## src/rtl/osd_cmd_pkg.sv

```systemverilog
package osd_cmd_pkg;
  localparam int BYTE_W = 8;
  localparam int SIZE_W = 4;
  localparam int POS_W  = 6;
  localparam int CODE_W = 6;
  localparam int SYS_W  = 3;
  localparam int DISP_W = 6;
  localparam int SYNC_W = 4;
  localparam int DET_W  = 4;

  typedef enum logic [2:0] {
    CMD_ADDR  = 3'd0,
    CMD_CHAR  = 3'd1,
    CMD_VERT  = 3'd2,
    CMD_HORIZ = 3'd3,
    CMD_DISP  = 3'd4,
    CMD_SYNC  = 3'd5,
    CMD_RSV6  = 3'd6,
    CMD_RSV7  = 3'd7
  } cmd_e;

  // strobes from the serial control to the register datapath
  typedef struct packed {
    logic       wrChar;
    logic       ldFirst;
    logic       ldSecond;
    cmd_e       cmd;
    logic [6:0] data;
  } osd_strobe_t;
endpackage

```

## src/rtl/osd_serial_ctrl.sv

```systemverilog
module osd_serial_ctrl
  import osd_cmd_pkg::*;
(
  input  logic        clk,
  input  logic        rstN,
  input  logic        csN,
  input  logic        sclk,
  input  logic        sdi,
  output osd_strobe_t strb
);
  localparam int CNT_W = $clog2(BYTE_W);

  logic [1:0] csSync;
  logic [2:0] sclkSync;
  logic [1:0] sdiSync;
  logic       csPrev;
  logic [BYTE_W-2:0] shReg;
  logic [CNT_W-1:0]  bitCnt;
  cmd_e       heldCode;

  logic csHigh, csRise, sclkRise, byteDone;
  logic [BYTE_W-1:0] newByte;
  logic streaming;

  assign csHigh    = csSync[1];
  assign csRise    = csHigh & ~csPrev;
  assign sclkRise  = sclkSync[1] & ~sclkSync[2];
  assign byteDone  = ~csHigh & sclkRise & (bitCnt == CNT_W'(BYTE_W - 1));
  assign newByte   = {shReg, sdiSync[1]};
  assign streaming = (heldCode == CMD_CHAR);

  always_ff @(posedge clk or negedge rstN) begin
    if (!rstN) begin
      csSync   <= 2'b11;
      sclkSync <= '0;
      sdiSync  <= '0;
      csPrev   <= 1'b1;
    end else begin
      csSync   <= {csSync[0], csN};
      sclkSync <= {sclkSync[1:0], sclk};
      sdiSync  <= {sdiSync[0], sdi};
      csPrev   <= csHigh;
    end
  end

  always_ff @(posedge clk or negedge rstN) begin
    if (!rstN) begin
      shReg  <= '0;
      bitCnt <= '0;
    end else if (csHigh) begin
      bitCnt <= '0;
    end else if (sclkRise) begin
      shReg  <= newByte[BYTE_W-2:0];
      bitCnt <= bitCnt + 1'b1;
    end
  end

  always_ff @(posedge clk or negedge rstN) begin
    if (!rstN) begin
      heldCode <= CMD_ADDR;
    end else if (csRise) begin
      heldCode <= CMD_ADDR;
    end else if (byteDone && !streaming && newByte[7]) begin
      if (cmd_e'(newByte[6:4]) == CMD_DISP && newByte[0])
        heldCode <= CMD_ADDR;
      else
        heldCode <= cmd_e'(newByte[6:4]);
    end
  end

  always_ff @(posedge clk or negedge rstN) begin
    if (!rstN) begin
      strb <= '0;
    end else begin
      strb.wrChar   <= byteDone & streaming;
      strb.ldFirst  <= byteDone & ~streaming & newByte[7];
      strb.ldSecond <= byteDone & ~streaming & ~newByte[7];
      strb.cmd      <= (newByte[7] && !streaming) ? cmd_e'(newByte[6:4]) : heldCode;
      strb.data     <= newByte[6:0];
    end
  end

  // chip-select rise restores the address command
  assert_held_revert_R7: assert property (@(posedge clk) disable iff (!rstN)
    csRise |=> (heldCode == CMD_ADDR));

  // nothing is issued from a word cut short by chip select
  assert_no_word_after_rise_R2: assert property (@(posedge clk) disable iff (!rstN)
    csRise |=> !(strb.wrChar || strb.ldFirst || strb.ldSecond));
endmodule

```

## src/rtl/osd_reg_datapath.sv

```systemverilog
module osd_reg_datapath
  import osd_cmd_pkg::*;
#(
  parameter int ROWS = 10,
  parameter int COLS = 24,
  localparam int ROW_W = $clog2(ROWS),
  localparam int COL_W = $clog2(COLS)
)(
  input  logic                         clk,
  input  logic                         rstN,
  input  osd_strobe_t                  strb,
  output logic                         memWe,
  output logic [ROW_W-1:0]             memRow,
  output logic [COL_W-1:0]             memCol,
  output logic [CODE_W-1:0]            memCode,
  output logic                         memFlash,
  output logic [1:0][SIZE_W-1:0]       axisSize,
  output logic [1:0][POS_W-1:0]        axisStart,
  output logic [SYS_W-1:0]             sysCtrl,
  output logic [DISP_W-1:0]            dispCtrl,
  output logic [SYNC_W-1:0]            syncCtrl,
  output logic [DET_W-1:0]             detectSel
);
  localparam logic [COL_W-1:0] LAST_COL = COL_W'(COLS - 1);
  localparam logic [ROW_W-1:0] LAST_ROW = ROW_W'(ROWS - 1);

  logic [ROW_W-1:0] rowPtr;
  logic [COL_W-1:0] colPtr;
  logic softClr, detOk;

  assign softClr = strb.ldFirst && strb.cmd == CMD_DISP && strb.data[0];
  assign detOk   = ((strb.data[DET_W-1:0] & (strb.data[DET_W-1:0] - 1'b1)) == '0);

  // vertical and horizontal share one register layout
  for (genvar ax = 0; ax < 2; ax++) begin : gAxis
    localparam cmd_e AX_CMD = (ax == 0) ? CMD_VERT : CMD_HORIZ;
    logic [SIZE_W-1:0] sizeQ;
    logic [POS_W-1:0]  startQ;
    always_ff @(posedge clk or negedge rstN) begin
      if (!rstN) begin
        sizeQ  <= '0;
        startQ <= '0;
      end else if (softClr) begin
        sizeQ  <= '0;
        startQ <= '0;
      end else if (strb.cmd == AX_CMD) begin
        if (strb.ldFirst)  sizeQ  <= strb.data[SIZE_W-1:0];
        if (strb.ldSecond) startQ <= strb.data[POS_W-1:0];
      end
    end
    assign axisSize[ax]  = sizeQ;
    assign axisStart[ax] = startQ;
  end

  always_ff @(posedge clk or negedge rstN) begin
    if (!rstN) begin
      rowPtr <= '0; colPtr <= '0;
      sysCtrl <= '0; dispCtrl <= '0; syncCtrl <= '0; detectSel <= '0;
    end else if (softClr) begin
      rowPtr <= '0; colPtr <= '0;
      sysCtrl <= '0; dispCtrl <= '0; syncCtrl <= '0; detectSel <= '0;
    end else if (strb.wrChar) begin
      if (colPtr == LAST_COL) begin
        colPtr <= '0;
        rowPtr <= (rowPtr >= LAST_ROW) ? '0 : rowPtr + 1'b1;
      end else begin
        colPtr <= colPtr + 1'b1;
      end
    end else if (strb.ldFirst) begin
      unique case (strb.cmd)
        CMD_ADDR: rowPtr   <= strb.data[ROW_W-1:0];
        CMD_DISP: sysCtrl  <= strb.data[SYS_W:1];
        CMD_SYNC: syncCtrl <= strb.data[SYNC_W-1:0];
        default: ;
      endcase
    end else if (strb.ldSecond) begin
      unique case (strb.cmd)
        CMD_ADDR: colPtr   <= strb.data[COL_W-1:0];
        CMD_DISP: dispCtrl <= strb.data[DISP_W-1:0];
        CMD_SYNC: if (detOk) detectSel <= strb.data[DET_W-1:0];
        default: ;
      endcase
    end
  end

  always_ff @(posedge clk or negedge rstN) begin
    if (!rstN) begin
      memWe <= 1'b0; memRow <= '0; memCol <= '0; memCode <= '0; memFlash <= 1'b0;
    end else begin
      memWe <= strb.wrChar;
      if (strb.wrChar) begin
        memRow   <= rowPtr;
        memCol   <= colPtr;
        memCode  <= strb.data[CODE_W-1:0];
        memFlash <= strb.data[6];
      end
    end
  end

  // a character strobe lands on the write port at the pointer
  assert_char_write_R5: assert property (@(posedge clk) disable iff (!rstN)
    strb.wrChar |=> (memWe && memCol == $past(colPtr) && memRow == $past(rowPtr)));

  // the last column wraps to zero
  assert_col_wrap_R6: assert property (@(posedge clk) disable iff (!rstN)
    (strb.wrChar && colPtr == LAST_COL) |=> (colPtr == '0));

  // detection count only ever takes one-hot or zero
  assert_detect_onehot_R10: assert property (@(posedge clk) disable iff (!rstN)
    !$stable(detectSel) |-> $onehot0(detectSel));

  // soft reset clears the registers
  assert_soft_clear_R11: assert property (@(posedge clk) disable iff (!rstN)
    softClr |=> (dispCtrl == '0 && sysCtrl == '0 && syncCtrl == '0 && rowPtr == '0 && axisStart == '0));
endmodule

```

## src/rtl/osd_cmd_decoder.sv

```systemverilog
module osd_cmd_decoder
  import osd_cmd_pkg::*;
#(
  parameter int ROWS = 10,
  parameter int COLS = 24,
  localparam int ROW_W = $clog2(ROWS),
  localparam int COL_W = $clog2(COLS)
)(
  input  logic              clk,
  input  logic              rstN,
  input  logic              csN,
  input  logic              sclk,
  input  logic              sdi,
  output logic              memWe,
  output logic [ROW_W-1:0]  memRow,
  output logic [COL_W-1:0]  memCol,
  output logic [CODE_W-1:0] memCode,
  output logic              memFlash,
  output logic [SIZE_W-1:0] sizeVert,
  output logic [POS_W-1:0]  vStart,
  output logic [SIZE_W-1:0] sizeHoriz,
  output logic [POS_W-1:0]  hStart,
  output logic [SYS_W-1:0]  sysCtrl,
  output logic [DISP_W-1:0] dispCtrl,
  output logic [SYNC_W-1:0] syncCtrl,
  output logic [DET_W-1:0]  detectSel
);
  osd_strobe_t strb;
  logic [1:0][SIZE_W-1:0] axisSize;
  logic [1:0][POS_W-1:0]  axisStart;

  osd_serial_ctrl uCtrl (
    .clk(clk), .rstN(rstN), .csN(csN), .sclk(sclk), .sdi(sdi), .strb(strb)
  );

  osd_reg_datapath #(.ROWS(ROWS), .COLS(COLS)) uPath (
    .clk(clk), .rstN(rstN), .strb(strb),
    .memWe(memWe), .memRow(memRow), .memCol(memCol), .memCode(memCode), .memFlash(memFlash),
    .axisSize(axisSize), .axisStart(axisStart),
    .sysCtrl(sysCtrl), .dispCtrl(dispCtrl), .syncCtrl(syncCtrl), .detectSel(detectSel)
  );

  assign sizeVert  = axisSize[0];
  assign vStart    = axisStart[0];
  assign sizeHoriz = axisSize[1];
  assign hStart    = axisStart[1];
endmodule

```

## config.mk

```make
export PLATFORM = sky130hd
export DESIGN_NAME = osd_cmd_decoder
export DESIGN_NICKNAME = d
export VERILOG_FILES = /design/src/rtl/osd_cmd_pkg.sv /design/src/rtl/osd_serial_ctrl.sv /design/src/rtl/osd_reg_datapath.sv /design/src/rtl/osd_cmd_decoder.sv
export SDC_FILE = /design/constraint.sdc
export NUM_CORES = 1
export LEC_CHECK = 0
export BUFFER_PORTS_ARGS = -buffer_cell sky130_fd_sc_hd__buf_4
export CAP_MARGIN = 0
export CORE_UTILIZATION = 60
export CTS_CLUSTER_SIZE = 20
export DETAILED_ROUTE_END_ITERATION = 6
export GPL_ROUTABILITY_DRIVEN = 0
export PLACE_DENSITY = 0.85
export SYNTH_ARGS = -nofsm -noshare
export SYNTH_HDL_FRONTEND = slang
export SYNTH_HIERARCHICAL = 1
export SYNTH_SLANG_ARGS = --single-unit
```

## constraint.sdc

```tcl
create_clock -name clk -period 3.55 [get_ports clk]
set_input_delay 0.71 -clock clk [delete_from_list [all_inputs] [get_ports clk]]
set_output_delay 0.71 -clock clk [all_outputs]
set_load 0.02 [all_outputs]
```

==> impl_metrics.ini <==
[timing]
fmax_ghz = 0.4556
min_period_over_period_pct = 61.83
worstMarginPinSlew_ps = 573.8
final.setup.tns_ps = 0
worst_slack_ps = 1355
setup_viol = 0
drv_slew = 0
finalHoldViolations = 0
rsz0062_at_grt = false
relSlewSlack_pct = 61.35
min_period_ps = 2195
fin_skew_ps = 5.846

[run_status]
failed_checks = design-rule violations
status = finished, violations left

[synthesis]
synth_fp_nets = 315
ys_seq_area_share_pct = 58.90
ys_types = 51
ys_warn_count = 6
synth_edf_count = 0
async_reset_ff_share_pct = 100.0
synth_seq_cells = 97
ys.flop_type = dfrtp_1
syn_area_um2 = 4128
syn_area_per_cell_um2 = 13.58
synthCells = 304

[cells_and_area]
area_growth_pct = 16.43
fill_cells = 432
final_common_cell = dfrtp_1
drive_gt1_share_pct = 40.00
antennaDiodeCount = 0
final_cell_mix = dfrtp_1 (94), buf_4 (62), mux2_2 (42)
final_nets = 376

[detailed_routing]
ant_nets = 0
drt_iter0_markers = 219
vias = 2618
avgRoutedWirePerCell_um = 18.06
dr.pass1.iters = 7
routed_via_density = 5.857
drt_wl_total_um = 8074
drc_errors = 9

[global_routing]
grt_max_degree = 48
antenna_found_initial = 0
grt_usage_pct = 24.95
grt_pass1_wl_um = 13590
overflow = 0
grt_pass1_vias = 2661

[die]
die_x_um = 84.94
die-area_um2 = 7215
io_pins = 59
rows = 29
die_y_um = 84.94
core_area_um2 = 6495
start_util_pct = 63.55

[setup_path]
crit_arrival_ps = 2450
slowest_stage = dfrtp_1
crit_chain = buf_4, nor2_1, a21o_1, a32oi_1, mux2_2
critPathKind = flip-flop to flip-flop
endpoint_kind = flip-flop
critPathMaxStageDelay_ps = 720
worst_ep_required_time_ps = 3810
critPathLaunchType = flip-flop
critPathMaxFanout = 16
critical-path-top-delay-family = flip-flops
cp_num_buf_inv = 1

[clock_network]
clk_pin_slew_worst_paths_ps = 90
cts_resized = 0
numClockSinks = 97
max-clock-path-buffers = 2
cts_setup_buffers = 0
cts_tree = done
cts_hold_buf = 0
root_buffer = clkbuf_8
numCtsBuffers = 9
htreeDepth = 3
worst_skew_pair.late_latency_ps = 370

[pwr]
ir_drop_v = 0.0002874
power_density_nw_per_um2 = 449.7
power_leakage_nw = 2.470

[placed_design]
numPortBuffers = 58
hpwlAfterDp_um = 5661
pre_cts_slack_ps = 1368

[min_path]
hold_path_class = primary input to asynchronous set/reset pin

[flow_run]
drv_cap = 0
==> routing by layer <==
| layer | vias up | GRT usage, % | part of all wire [%] |
|---|---|---|---|
| li1 | 1202 | - | - |
| met1 | 1310 | 33.04 | 43 |
| met2 | 93 | 41.35 | 51 |
| met3 | 13 | 4.475 | 4.5 |
| met4 | 0 | 9.861 | 1.2 |
| met5 | - | 0 | 0 |
==> flip-flops by register name, indices dropped and copies added (netlist names) <==
register            count
uCtrl/heldCode          3
uPath/colPtr            5
uCtrl/strb             13
uCtrl/bitCnt            3
uCtrl/csSync            2
uCtrl/sclkSync          3
uPath/gAxis.sizeQ       8
uCtrl/shReg             7
uPath/dispCtrl          6
uPath/sysCtrl           3
uPath/memCode           6
uPath/gAxis.startQ     12
uPath/memRow            4
uPath/memWe             1
uPath/detectSel         4
uPath/memCol            5
uPath/rowPtr            4
uPath/memFlash          1
uCtrl/sdiSync           2
uPath/syncCtrl          4
uCtrl/csPrev            1
==> synthesized netlist by cell type, drive strengths merged, types with 2 or more instances <==
library cell,instances,area (um^2)
a211oi,7,52.55
a21oi,4,20.02
a22o,2,18.77
a31oi,2,42.54
and2,6,40.04
and2b,3,25.03
and4bb,2,28.78
buf,6,40.04
clkbuf,6,22.52
dfrtp,94,2352
dfstp,3,78.83
ha,6,75.07
inv,9,33.78
mux2,56,683.2
mux2i,14,140.1
nand2,26,105.1
nand2b,2,12.51
nand3,2,10.01
nor2,16,60.06
nor3b,3,33.78
o21ai,14,70.06
xor2,2,17.52
==> cell families after synthesis <==
family / count (synthesis) / synth area share (%)
and+or+nand+nor: 69 / 9.488
xor gates and xnor gates: 2 / 0.4244
DFF: 97 / 58.90
AOI/OAI and AO/OA: 38 / 6.851
muxes: 70 / 19.95
adders and majority gates: 7 / 2.061
buffers and inverters: 21 / 2.334
==> layout make-up <==
cell class                      instances  area, um^2  share of cell area (%)
Sequential cell                        97        2431                   50.59
Multi-Input combinational cell        186        1600                   33.30
Timing Repair Buffer                   62       465.4                   9.685
Clock buffer                            9       123.9                   2.577
Tap cell                               77       96.34                   2.005
Clock inverter                          7       55.05                   1.146
Inverter                                9       33.78                  0.7029
==> per-stage QoR <==
| step | instances | instance area [um^2] | hold slack, ps | util [%] | power [W] |
|---|---|---|---|---|---|
| after floorplan | 304 | 4128 | 331.2 | - | 0.001422 |
| after global placement | 431 | 4627 | 332.3 | 71.24 | 0.001510 |
| after detailed placement | 431 | 4627 | 346.8 | 71.24 | 0.001521 |
| after CTS | 447 | 4806 | 335.5 | 73.99 | 0.002171 |
| after global routing | 447 | 4806 | 363.8 | 73.99 | 0.002260 |
| final | 447 | 4806 | 318.9 | 73.99 | 0.002161 |
==> power by group <==
| group | switching, W | internal (W) | leakage, nW | total [W] |
|---|---|---|---|---|
| clock | 0.000393 | 0.000262 | 0.0915 | 0.000655 |
| combinational | 0.000119 | 0.0000955 | 1.07 | 0.000215 |
| sequential | 0.000113 | 0.00118 | 1.31 | 0.00129 |
==> worst paths after layout <==
| check | from | to | slack (ps) | depth (start not counted) |
|---|---|---|---|---|
| min in group clk | uCtrl/csSync[0] | uCtrl/csSync[1] | 360 | 0 |
| worst max register to register | uCtrl/strb[12] | uPath/rowPtr[3] | 1360 | 5 |
| worst min-delay path | rstN | uPath/detectSel[2] | 320 | 1 |
| worst min register to register | uCtrl/csSync[0] | uCtrl/csSync[1] | 360 | 0 |
| max in group asynchronous | rstN | uPath/gAxis[1].sizeQ[3] | 2460 | 2 |
| worst max-delay path | uCtrl/strb[12] | uPath/rowPtr[3] | 1360 | 5 |
No activity file was read; power rests on OpenSTA's default activity.
